--- config.mk ---
export PLATFORM = sky130hd
export DESIGN_NAME = pwr_gate_ctrl
export DESIGN_NICKNAME = d
export VERILOG_FILES = /design/src/rtl/pgc_pkg.sv /design/src/rtl/pgc_domain.sv /design/src/rtl/pgc_rdmux.sv /design/src/rtl/pwr_gate_ctrl.sv
export SDC_FILE = /design/constraint.sdc
export NUM_CORES = 1
export LEC_CHECK = 0
export ABC_AREA = 1
export BUFFER_PORTS_ARGS = -buffer_cell sky130_fd_sc_hd__buf_2
export CAP_MARGIN = 20
export CORE_MARGIN = 2
export CORE_UTILIZATION = 35
export DETAILED_ROUTE_END_ITERATION = 7
export GPL_TIMING_DRIVEN = 0
export SYNTH_ARGS = -nofsm -noshare
export SYNTH_HDL_FRONTEND = slang
export SYNTH_SLANG_ARGS = --single-unit
--- constraint.sdc ---
create_clock -name clk -period 3.8 [get_ports clk]
set_clock_uncertainty 0.2 [all_clocks]
set_input_delay 0.57 -clock clk [delete_from_list [all_inputs] [get_ports clk]]
set_output_delay 0.57 -clock clk [all_outputs]
set_load 0.01 [all_outputs]
--- src/rtl/pgc_pkg.sv ---
package pgc_pkg;

    localparam int OFF_GO     = 'h120;
    localparam int OFF_BUSY   = 'h128;
    localparam int OFF_PDSTAT = 'h200;
    localparam int OFF_PDCTL  = 'h300;
    localparam int OFF_MDSTAT = 'h800;
    localparam int OFF_MDCTL  = 'hA00;

    localparam int ST_W = 6;

    typedef enum logic [ST_W-1:0] {
        MS_SWRST_DIS = 6'd0,
        MS_SYNC_RST  = 6'd1,
        MS_DISABLE   = 6'd2,
        MS_ENABLE    = 6'd3
    } mod_state_e;

    typedef enum logic {
        PH_IDLE = 1'b0,
        PH_BUSY = 1'b1
    } phase_e;

endpackage

--- src/rtl/pgc_domain.sv ---
module pgc_domain
    import pgc_pkg::*;
#(
    parameter int TRANS_CYCLES = 8
) (
    input  logic            clk,
    input  logic            rst_n,
    input  logic            ctl_we,
    input  logic [ST_W-1:0] ctl_state_in,
    input  logic            ctl_lrst_in,
    input  logic            ctl_force_in,
    input  logic            pdctl_we,
    input  logic            pdctl_next_in,
    input  logic            go,
    output logic [31:0]     ctl_rd,
    output logic [31:0]     pdctl_rd,
    output logic [31:0]     pdstat_rd,
    output logic [31:0]     mdstat_rd,
    output logic            busy,
    output logic            clk_en,
    output logic            rst_out_n
);

    localparam int CW = (TRANS_CYCLES > 1) ? $clog2(TRANS_CYCLES) : 1;
    localparam logic [CW-1:0] CNT_LAST = CW'(TRANS_CYCLES - 1);

    phase_e          ph_q, ph_d;
    logic [CW-1:0]   cnt_q;
    logic [ST_W-1:0] req_state_q, pend_state_q, st_q;
    logic            req_lrst_q, req_force_q, pd_next_q;
    logic            pend_lrst_q, pend_pwr_q;
    logic            st_lrst_q, pd_on_q;
    logic            start, done;

    // sequencer state register
    always_ff @(posedge clk or negedge rst_n) begin
        if (!rst_n) ph_q <= PH_IDLE;
        else        ph_q <= ph_d;
    end

    // start: IDLE->BUSY on go; hold: BUSY while count runs; complete: BUSY->IDLE
    always_comb begin
        ph_d = ph_q;
        unique case (ph_q)
            PH_IDLE: if (go) ph_d = PH_BUSY;
            PH_BUSY: if (cnt_q == CNT_LAST) ph_d = PH_IDLE;
            default: ph_d = PH_IDLE;
        endcase
    end

    assign start = (ph_q == PH_IDLE) && go;
    assign done  = (ph_q == PH_BUSY) && (cnt_q == CNT_LAST);

    always_ff @(posedge clk or negedge rst_n) begin
        if (!rst_n) begin
            cnt_q <= '0;
        end else if (start) begin
            cnt_q <= '0;
        end else if (ph_q == PH_BUSY) begin
            cnt_q <= cnt_q + CW'(1);
        end
    end

    // software-visible request registers
    always_ff @(posedge clk or negedge rst_n) begin
        if (!rst_n) begin
            req_state_q <= '0;
            req_lrst_q  <= 1'b0;
            req_force_q <= 1'b0;
            pd_next_q   <= 1'b0;
        end else begin
            if (ctl_we) begin
                req_state_q <= ctl_state_in;
                req_lrst_q  <= ctl_lrst_in;
                req_force_q <= ctl_force_in;
            end
            if (pdctl_we) pd_next_q <= pdctl_next_in;
        end
    end

    // capture at go, commit at completion
    always_ff @(posedge clk or negedge rst_n) begin
        if (!rst_n) begin
            pend_state_q <= '0;
            pend_lrst_q  <= 1'b0;
            pend_pwr_q   <= 1'b0;
            st_q         <= '0;
            st_lrst_q    <= 1'b0;
            pd_on_q      <= 1'b0;
        end else begin
            if (start) begin
                pend_state_q <= req_state_q;
                pend_lrst_q  <= req_lrst_q;
                pend_pwr_q   <= pd_next_q;
            end
            if (done) begin
                if (pend_pwr_q) pd_on_q <= 1'b1;
                if (pd_on_q || pend_pwr_q) begin
                    st_q      <= pend_state_q;
                    st_lrst_q <= pend_lrst_q;
                end
            end
        end
    end

    // outputs
    always_comb begin
        busy      = (ph_q == PH_BUSY);
        clk_en    = pd_on_q && (st_q == MS_ENABLE);
        rst_out_n = pd_on_q && st_lrst_q &&
                    ((st_q == MS_DISABLE) || (st_q == MS_ENABLE));
        ctl_rd    = {req_force_q, 22'd0, req_lrst_q, 2'd0, req_state_q};
        pdctl_rd  = {31'd0, pd_next_q};
        pdstat_rd = {27'd0, 4'd0, pd_on_q};
        mdstat_rd = {19'd0, clk_en, 3'd0, st_lrst_q, 2'd0, st_q};
    end

endmodule

--- src/rtl/pgc_rdmux.sv ---
module pgc_rdmux
    import pgc_pkg::*;
#(
    parameter int N_DOM  = 4,
    parameter int ADDR_W = 12
) (
    input  logic [ADDR_W-1:0]         addr,
    input  logic [N_DOM-1:0]          busy,
    input  logic [N_DOM-1:0][31:0]    ctl,
    input  logic [N_DOM-1:0][31:0]    pdctl,
    input  logic [N_DOM-1:0][31:0]    pdstat,
    input  logic [N_DOM-1:0][31:0]    mdstat,
    output logic [31:0]               rdata
);

    always_comb begin
        rdata = '0;
        if (int'(addr) == OFF_BUSY) rdata[N_DOM-1:0] = busy;
        for (int d = 0; d < N_DOM; d++) begin
            if (int'(addr) == OFF_MDCTL  + 4*d) rdata = ctl[d];
            if (int'(addr) == OFF_PDCTL  + 4*d) rdata = pdctl[d];
            if (int'(addr) == OFF_PDSTAT + 4*d) rdata = pdstat[d];
            if (int'(addr) == OFF_MDSTAT + 4*d) rdata = mdstat[d];
        end
    end

endmodule

--- src/rtl/pwr_gate_ctrl.sv ---
module pwr_gate_ctrl
    import pgc_pkg::*;
#(
    parameter int N_DOM        = 4,
    parameter int TRANS_CYCLES = 8,
    parameter int ADDR_W       = 12
) (
    input  logic              clk,
    input  logic              rst_n,
    input  logic [ADDR_W-1:0] bus_addr,
    input  logic              bus_wr,
    input  logic [31:0]       bus_wdata,
    output logic [31:0]       bus_rdata,
    output logic [N_DOM-1:0]  mod_clk_en,
    output logic [N_DOM-1:0]  mod_rst_n
);

    logic [N_DOM-1:0]       go_v, busy_v;
    logic [N_DOM-1:0][31:0] ctl_v, pdctl_v, pdstat_v, mdstat_v;
    logic                   unused_wbits;

    assign unused_wbits = ^bus_wdata;

    for (genvar d = 0; d < N_DOM; d++) begin : g_dom
        logic ctl_we, pdctl_we;

        assign ctl_we   = bus_wr && (int'(bus_addr) == OFF_MDCTL + 4*d);
        assign pdctl_we = bus_wr && (int'(bus_addr) == OFF_PDCTL + 4*d);
        assign go_v[d]  = bus_wr && (int'(bus_addr) == OFF_GO) && bus_wdata[d];

        pgc_domain #(.TRANS_CYCLES(TRANS_CYCLES)) u_dom (
            .clk           (clk),
            .rst_n         (rst_n),
            .ctl_we        (ctl_we),
            .ctl_state_in  (bus_wdata[ST_W-1:0]),
            .ctl_lrst_in   (bus_wdata[8]),
            .ctl_force_in  (bus_wdata[31]),
            .pdctl_we      (pdctl_we),
            .pdctl_next_in (bus_wdata[0]),
            .go            (go_v[d]),
            .ctl_rd        (ctl_v[d]),
            .pdctl_rd      (pdctl_v[d]),
            .pdstat_rd     (pdstat_v[d]),
            .mdstat_rd     (mdstat_v[d]),
            .busy          (busy_v[d]),
            .clk_en        (mod_clk_en[d]),
            .rst_out_n     (mod_rst_n[d])
        );
    end

    pgc_rdmux #(.N_DOM(N_DOM), .ADDR_W(ADDR_W)) u_rdmux (
        .addr   (bus_addr),
        .busy   (busy_v),
        .ctl    (ctl_v),
        .pdctl  (pdctl_v),
        .pdstat (pdstat_v),
        .mdstat (mdstat_v),
        .rdata  (bus_rdata)
    );

endmodule

**Word-level counts from Yosys, hierarchy flattened**

Index checks and enable logic that the tools add are counted.
W data, S select, Z words.

- Add/subtract/negate cells: 4
- Equal/unequal tests: 30
- Multiplexer cells: 37
- Bitwise logic cells: 4
- Reductions and logical operators: 53

Operators with widths:

| cell | count |
|---|---|
| $mux W32 | 16 |
| $eq A12 B11 Y1 const B | 8 |
| $eq A12 B12 Y1 const B | 8 |
| $eq A6 B2 Y1 const B | 8 |
| $logic_and A1 B1 Y1 | 33 |
| $eq A12 B10 Y1 const B | 2 |
| $mux W3 | 8 |
| $reduce_and A2 Y1 | 8 |
| $add A3 B1 Y3 const B | 4 |
| $eq A3 B3 Y1 const B | 4 |
| $logic_or A1 B1 Y1 | 8 |
| $mux W1 | 8 |
| $pmux W1 S2 | 4 |
| $reduce_bool A2 Y1 | 4 |
| $mux W4 | 1 |
| $not A1 Y1 | 4 |

- Register bits after elaboration: 116
- Input bits: 47
- Output and inout port bits: 40
- Word-level logic and storage cells: 176

**Longest topological paths before layout**

Gate-level depths: netlist of run 1.

- Word-level depth: 18
- Gate-level depth with buffers: 21
- Depth with buffers taken out: 21

**By module**

A second synthesis of run 1 with hierarchy kept.

- Cell total of the unflattened synthesis: 2,434
- Area, all modules: 14,536.4 um2

By module, submodules not included:

| module | times used | cells each | area an instance (um2) | seq. area each (um2) |
|---|---|---|---|---|
| pgc_domain | 4 | 240 | 2,039.5 | 725.7 |
| pgc_rdmux | 1 | 1,426 | 6,160.9 | 0.0 |
| pwr_gate_ctrl | 1 | 48 | 217.7 | 0.0 |

**Least setup slack after synthesis of run 1**

OpenSTA, ideal clock, no wires.

- Path kind: input to output
- Start point: in bus_addr[5]
- End point: out bus_rdata[0]
- Arrival: 1,899 ps
- Setup slack: 1,131 ps
- Stages on the path: 19
- Cell sequence: nor2_1 -> nand2_2 -> nor4_4 -> nand2_4 -> nand2_2 -> inv_1 -> nand2_1 -> nand2_1 -> nand2_1 -> nand2_1 -> nand2_1 -> nand2_1 -> nand2_1 -> nand2_1 -> nand2_1 -> nand2_1 -> nand2_1 -> nand2_1 -> nand2_1

- Cells in the longest elaborated chain, start to end: 18

RTL lines:

| what | RTL line | text |
|---|---|---|
| from (decl) | pwr_gate_ctrl.sv:10 | `input logic [ADDR_W-1:0] bus_addr,` |
| $eq A12 B10 Y1 | pgc_rdmux.sv:18 | `if (int'(addr) == OFF_BUSY) rdata[N_DOM-1:0] = busy;` |
| $mux W4 | pgc_rdmux.sv:18 |  |
| $mux W32 | pgc_rdmux.sv:20 | `if (int'(addr) == OFF_MDCTL + 4*d) rdata = ctl[d];` |
| $mux W32 | pgc_rdmux.sv:21 | `if (int'(addr) == OFF_PDCTL + 4*d) rdata = pdctl[d];` |
| $mux W32 | pgc_rdmux.sv:22 | `if (int'(addr) == OFF_PDSTAT + 4*d) rdata = pdstat[d];` |
| $mux W32 | pgc_rdmux.sv:23 | `if (int'(addr) == OFF_MDSTAT + 4*d) rdata = mdstat[d];` |
| $mux W32 | pgc_rdmux.sv:20 |  |
| $mux W32 | pgc_rdmux.sv:21 |  |
| [... 2 more ...] | - |  |
| $mux W32 | pgc_rdmux.sv:20 |  |
| $mux W32 | pgc_rdmux.sv:21 |  |
| $mux W32 | pgc_rdmux.sv:22 |  |
| $mux W32 | pgc_rdmux.sv:23 |  |
| $mux W32 | pgc_rdmux.sv:20 |  |
| $mux W32 | pgc_rdmux.sv:21 |  |
| $mux W32 | pgc_rdmux.sv:22 |  |
| $mux W32 * | pgc_rdmux.sv:23 |  |
| to (decl) | pwr_gate_ctrl.sv:13 | `output logic [31:0] bus_rdata,` |

Every way passes the cells marked *; elsewhere a longest branch is shown, timed or not.

**Worst setup path after layout of run 1**

- Start point: in bus_addr[8]
- End point: out bus_rdata[5]

- Cells in the longest elaborated chain, start to end: 17

RTL lines:

| what | RTL line |
|---|---|
| $eq A12 B12 Y1 | pgc_rdmux.sv:20 |
| $mux W32 | pgc_rdmux.sv:20 |
| $mux W32 | pgc_rdmux.sv:21 |
| $mux W32 | pgc_rdmux.sv:22 |
| $mux W32 | pgc_rdmux.sv:23 |
| $mux W32 | pgc_rdmux.sv:20 |
| $mux W32 | pgc_rdmux.sv:21 |
| $mux W32 | pgc_rdmux.sv:22 |
| $mux W32 | pgc_rdmux.sv:23 |
| $mux W32 | pgc_rdmux.sv:20 |
| $mux W32 | pgc_rdmux.sv:21 |
| $mux W32 | pgc_rdmux.sv:22 |
| $mux W32 | pgc_rdmux.sv:23 |
| $mux W32 | pgc_rdmux.sv:20 |
| $mux W32 | pgc_rdmux.sv:21 |
| $mux W32 | pgc_rdmux.sv:22 |
| $mux W32 * | pgc_rdmux.sv:23 |

Marks and branches as above.

==> impl_metrics.toml, run 1 <==
[floorplan]
io_pins = 87
rows = 46
coreArea_um2 = 15800
dieArea_um2 = 17000
initial_core_util_pct = 35.4
die_width_um = 130
chipHeight_um = 130

[synth]
yosysWarnings = 0
avgSynthCellArea_um2 = 9.08
netlist_area_um2 = 5590
yosysUniqueCellTypes = 34
async_flop_share_pct = 100
ys_seq_area_share_pct = 51.9
yosysTopAreaCell = "dfrtp_1"
synth_area_leaders = "dfrtp_1, nand2_1, mux2_2"
ys_ff_latch = 116
synth_ff_type = "dfrtp_1"
synth.top_cell.area_share_pct = 51.9
syn_inst = 616
synth-edff-count = 0
yosys-top-cells-count = "nand2_1, dfrtp_1, inv_1, o21ai_0, mux2_2"
yosysMostFrequentCell = "nand2_1"

[sta]
post-route-period-util_pct = 88.8
setup_viol_count_final = 0
slew_headroom_pct = 40.2
slew_violations = 0
holdWs_ns = 0.269
min_period_ns = 3.38
finalSetupTns_ns = 0
rsz0062_at_grt = "no"
tightest_slew_ns = 0.875
finalHoldViolCount = 0
fmax_mhz = 296

[grt]
grt_antenna_before_repair = 0
grt.overflow.total = 0
grt.total_usage_pct = 17.2
grt_max_degree = 60
grt_pass1_vias = 4138
grt_pass1_wl_mm = 21.7

[routing]
firstDrtPassIters = 5
vias = 4244
postRouteAntennaNets = 0
routed_wl_mm = 13.3
drcViolationCount = 0
viasPerCell = 4.58
first_iter_violations = 260
wire_per_inst_um = 14.3

[critical_path]
worst-r2r-setup-slack_ns = 1.71
start_kind = "input port"
arrival_ns = 2.61
crit_path_cell_trace = "buf_2, inv_2, nand4_1, inv_1, nand2_2, inv_2, nand2_1, o21ai_0, a2111oi_0, nand4_1, buf_2"
critPathSlowestCell = "a2111oi_0"
cp.buffers_inverters = 5
critical_path_depth = 11
required_ns = 3.03
reg2reg_depth = 6
cp_top_family = "compound AO/OA/AOI/OAI gates"
cpPeakStageDelay_ns = 0.81
crit_path_end_kind = "primary output"
path_class = "input port to primary output"
critPathMaxFanout = 7

[layout]
nets = 753
syn_to_final_growth_pct = 20.8
final_util_pct = 42.8
fillers = 1605
drive_gt1_share_pct = 22.2
diodes = 0

[cts]
clk_pin_slew_ns = 0.05
post_cts.resized_instances = 0
htree_levels = 4
root_buffer = "clkbuf_16"
cts_tree = "done"
cts_sinks = 116
cts_buffers = 17
clk_path_buf_depth = 2
clk_latency_ns = 0.42

[job]
maxCapViolations = 0

[hold_path]
worstHoldPathCells = 3
timing.hold.worst.class = "input port to flip-flop"

[pwr]
power_uw = 2890
vdd_drop_max_mv = 0.267
p_leak_uw = 0.00348
cellPowerDensity_nw_per_um2 = 428

[place]
io_buffers = 39
gp_congestion = 0.823
dpl.hpwl_mm = 9.80

[outcome]
status = "finished clean"
## sequential cells by signal (all words and copies together) (netlist names)
| register | flops |
|---|---|
| g_dom.u_dom.busy | 4 |
| g_dom.u_dom.cnt_q | 12 |
| g_dom.u_dom.pd_next_q | 4 |
| g_dom.u_dom.pd_on_q | 4 |
| g_dom.u_dom.pend_lrst_q | 4 |
| g_dom.u_dom.pend_pwr_q | 4 |
| g_dom.u_dom.pend_state_q | 24 |
| g_dom.u_dom.req_force_q | 4 |
| g_dom.u_dom.req_lrst_q | 4 |
| g_dom.u_dom.req_state_q | 24 |
| g_dom.u_dom.st_lrst_q | 4 |
| g_dom.u_dom.st_q | 24 |
## cells by family after synthesis
kind of cell               after synthesis  synth area share [%]
muxes                                   39                  7.86
and+or+nand+nor                        242                  19.1
DFF                                    116                  51.9
buffers and inverters                  109                  9.44
adders and majority gates                8                  1.79
AOI/OAI and AO/OA                      101                  9.78
other                                    1                0.0671
## routing by layer
layer	global-route usage (%)	vias to the layer above	wire length (um)	share of wire, %
met5	0	-	0	0
met4	6.63	0	203	1.5
met3	4.64	15	755	5.7
met2	26.0	113	6180	47
met1	23.8	1967	6150	46
li1	-	2149	-	-
## stage by stage
stage	setup slack (ns)	area, um^2	std cells
2_1_floorplan	1.13	5670	638
3_3_place_gp	0.375	6140	893
3_5_place_dp	0.377	6170	894
4_1_cts	0.368	6750	927
5_1_grt	0.234	6750	927
6_report	0.424	6750	927
## timing repair
action | in CTS | in global routing
hold buffers | 1 | 0
setup buffers | 0 | 0
endpoints found under the hold margin | 58 | 0
## layout by cell type, fill, tap and decap left out, drive strengths merged, types with 23 or more instances in the layout
cell	synthesis	layout
clkbuf	6	35
buf	32	72
nand2	159	159
inv	70	70
conb	1	23
nor2	30	30
nand3	32	32
o21ai	66	66
mux2	39	39
dfrtp	116	116
## tightest hold or removal path, delay by kind of cell
kind            cells  cell delay [ns]
simple gates        1             0.06
buf+inv             1             0.15
compound gates      1             0.06
## final cells by class
class                           count  area (um^2)  share of cell area (%)
Sequential cell                   116         2900                    43.0
Multi-Input combinational cell    413         2240                    33.2
Clock buffer                       29          531                    7.86
Tap cell                          216          270                    4.00
Inverter                           71          268                    3.97
Buffer                             38          260                    3.85
Timing Repair Buffer               41          239                    3.54
Clock inverter                      3         40.0                   0.593
## power by group
| group | leakage (uW) | switching, uW | internal [uW] |
|---|---|---|---|
| sequential | 0.00160 | 4.80 | 1240 |
| combinational | 0.00160 | 72.1 | 36.4 |
| clock | 0.000282 | 535 | 1000 |
## path summary, 6_finish.rpt
| kind | start | end |
|---|---|---|
| max | bus_addr[8] | bus_rdata[5] |
| min | bus_wdata[0] | g_dom[3].u_dom.pd_next_q$_DFFE_PN0P_ |
| max reg2reg | g_dom[2].u_dom.cnt_q[0]$_DFFE_PN0P_ | g_dom[2].u_dom.st_q[0]$_DFFE_PN0P_ |
| max in group asynchronous | rst_n | g_dom[3].u_dom.cnt_q[0]$_DFFE_PN0P_ |
| min reg2reg | g_dom[0].u_dom.pend_state_q[2]$_DFFE_PN0P_ | g_dom[0].u_dom.pend_state_q[2]$_DFFE_PN0P_ |
| min in group asynchronous | rst_n | g_dom[2].u_dom.cnt_q[1]$_DFFE_PN0P_ |
(Power assumes the default switching activity.)
==> inputs of run 2 (changes only) <==
--- a/config.mk
+++ b/config.mk
@@ -11,7 +11,7 @@
 export CORE_MARGIN = 2
 export CORE_UTILIZATION = 35
 export DETAILED_ROUTE_END_ITERATION = 7
-export GPL_TIMING_DRIVEN = 0
+export GPL_TIMING_DRIVEN = 1
 export SYNTH_ARGS = -nofsm -noshare
 export SYNTH_HDL_FRONTEND = slang
 export SYNTH_SLANG_ARGS = --single-unit
==> run 2 against run 1 <==
  * Non-clock buffer count decreased by 37
  * Cell count is 4.1% lower
  * Die area did not move
  * Worst hold slack got worse by 0.25 ns
  * Fmax rose by 4.8%
  * Routed wire length is 1.1% lower
  * Sequential power is essentially flat
  * Combinational power decreased by 19%
  * Clock power decreased by 9%
  * Via count rose by 0.40%
  * Critical path depth increased by 2
  * Total power is 5.2% lower
  * Critical path type unchanged
  * Critical endpoint is now bus_rdata[0]
  * Largest cell class unchanged
==> impl_metrics.toml, run 2 (synthesized netlist as in run 1, its figures left out) <==
[grt]
grt.total_usage_pct = 16.9
top_usage_layer = "met2"
grt.overflow.total = 0
use_met2_pct = 26.6
grt_max_degree = 62
grtUsageMet1_pct = 22.6
grt_pass1_wl_mm = 21.7
grt_antenna_before_repair = 0
grt_pass1_vias = 4249
grt_util_met3_pct = 4.80

[sta]
finalSetupTns_ns = 0
setup_viol_count_final = 0
slew_violations = 0
fmax_mhz = 310
min_period_ns = 3.22
rsz0062_at_grt = "no"
tightest_slew_ns = 0.831
slew_headroom_pct = 44.3
finalHoldViolCount = 0
post-route-period-util_pct = 84.8

[routing]
vias = 4261
postRouteAntennaNets = 0
viasPerCell = 4.79
firstDrtPassIters = 5
drcViolationCount = 0
routed_wl_mm = 13.2
first_iter_violations = 197
wire_per_inst_um = 14.8

[layout]
syn_to_final_growth_pct = 15.2
nets = 716
reg_top3 = "g_dom.u_dom.pend_state_q: 24 flops, g_dom.u_dom.req_state_q: 24 flops, g_dom.u_dom.st_q: 24 flops"
design_area_um2 = 6440
final_cells = 889
diodes = 0
final_util_pct = 40.8
mostFrequentLayoutCell = "nand2_1"
layout_common_cells = "nand2_1, dfrtp_1, inv_1"
drive_gt1_share_pct = 19.0

[floorplan]
rows = 46
die_width_um = 130
chipHeight_um = 130
coreArea_um2 = 15800
dieArea_um2 = 17000
initial_core_util_pct = 35.4
io_pins = 87

[pwr]
power_uw = 2740
p_leak_uw = 0.00329
internal_power_uw = 2150
comb_power_share_pct = 3.2
vdd_drop_max_mv = 0.341
swShare_pct = 21.4
seqPwrFrac_pct = 45.6
power_switching_uw = 588
cellPowerDensity_nw_per_um2 = 426
clockPowerShare_pct = 51.2

[critical_path]
path_class = "input port to primary output"
r2r-start = "g_dom[3].u_dom.cnt_q[0]$_DFFE_PN0P_"
crit_path_cell_trace = "buf_2, nor2_1, nand2_2, nor2_1, inv_1, nor2_1, a221oi_1, nand2_1, nand2_1, nand2_1, nand2_1, nand2_1, buf_2"
cp.buffers_inverters = 3
critPathSlowestCell = "nor2_1"
start_kind = "input port"
worst-r2r-setup-slack_ns = 1.69
cp_top_family = "simple AND/OR/NAND/NOR gates"
critPathMaxFanout = 8
crit_path_end_kind = "primary output"
required_ns = 3.03
crit_top_cell = "nand2_1"
r2r-end = "g_dom[3].u_dom.st_q[3]$_DFFE_PN0P_"
arrival_ns = 2.45
cpPeakStageDelay_ns = 0.46
reg2reg_depth = 6

[place]
gp_congestion = 0.871
io_buffers = 39
placed_cell_area_um2 = 5920
dpl.hpwl_mm = 9.80
post-place-cells = 858

[cts]
cts_tree = "done"
cts_sinks = 116
htree_levels = 4
clk_pin_slew_ns = 0.05
clk_latency_ns = 0.41
root_buffer = "clkbuf_16"
cts_setup_buffers = 0
post_cts.resized_instances = 0
clk_path_buf_depth = 2
cts_hold_buffers = 0
cts_buffers = 17

[outcome]
status = "finished clean"

[job]
maxCapViolations = 0

[hold_path]
timing.hold.worst.class = "input port to asynchronous set/reset pin"
-- run 2: cell types whose count changed in the layout (fill, tap and decap cells not counted), sizes merged --
| cell | change |
|---|---|
| buf | -30 |
| bufinv | -1 |
| clkbuf | -9 |
| clkinv | +3 |
| dlygate4sd3 | -1 |
-- run 2: power groups by stage --
stage | Sequential, uW | Clock [uW] | Combinational [uW]
after floorplan | 1270 | 0 | 51.5
after global placement | 1270 | 0 | 87.1
after detailed placement | 1270 | 0 | 89.8
after CTS | 1250 | 1430 | 89.4
after global routing | 1250 | 1500 | 102
final | 1250 | 1400 | 88.3
-- run 2: worst max-delay path by stage --
stage,start,to,depth (start not counted)
final,bus_addr[5],bus_rdata[0],13
after CTS,bus_addr[5],bus_rdata[0],13
after global placement,bus_addr[5],bus_rdata[0],13
after floorplan,bus_addr[5],bus_rdata[0],19
after detailed placement,bus_addr[2],bus_rdata[0],13
after global routing,bus_addr[5],bus_rdata[0],14
-- run 2: stage by stage --
step / hold WS [ns] / worst slack [ns]
detailed placement: 0.273 / 0.552
global route: 0.0671 / 0.252
floorplan: 0.0744 / 1.13
finish: 0.0202 / 0.578
CTS: 0.0375 / 0.549
global placement: 0.266 / 0.584
-- run 2: layer usage --
metal	vias to the layer above	part of all wire, %
li1	2077	-
met1	2069	47
met2	95	46
met3	20	4.6
met4	0	1.8
met5	-	0
-- run 2: cell type report --
cell class | count | area [um^2]
Inverter | 71 | 268
Clock inverter | 5 | 25.0
Fill cell | 1566 | 9330
Sequential cell | 116 | 2900
Timing Repair Buffer | 42 | 233
Multi-Input combinational cell | 413 | 2240
Tap cell | 216 | 270
Clock buffer | 26 | 499
-- run 2: worst reg2reg max path, stage by stage (launching register included) --
cell	delay, ns
dfrtp_1	0.40
ha_1	0.21
ha_1	0.20
nand2_1	0.07
inv_1	0.06
o21ai_1	0.42
mux2_2	0.42
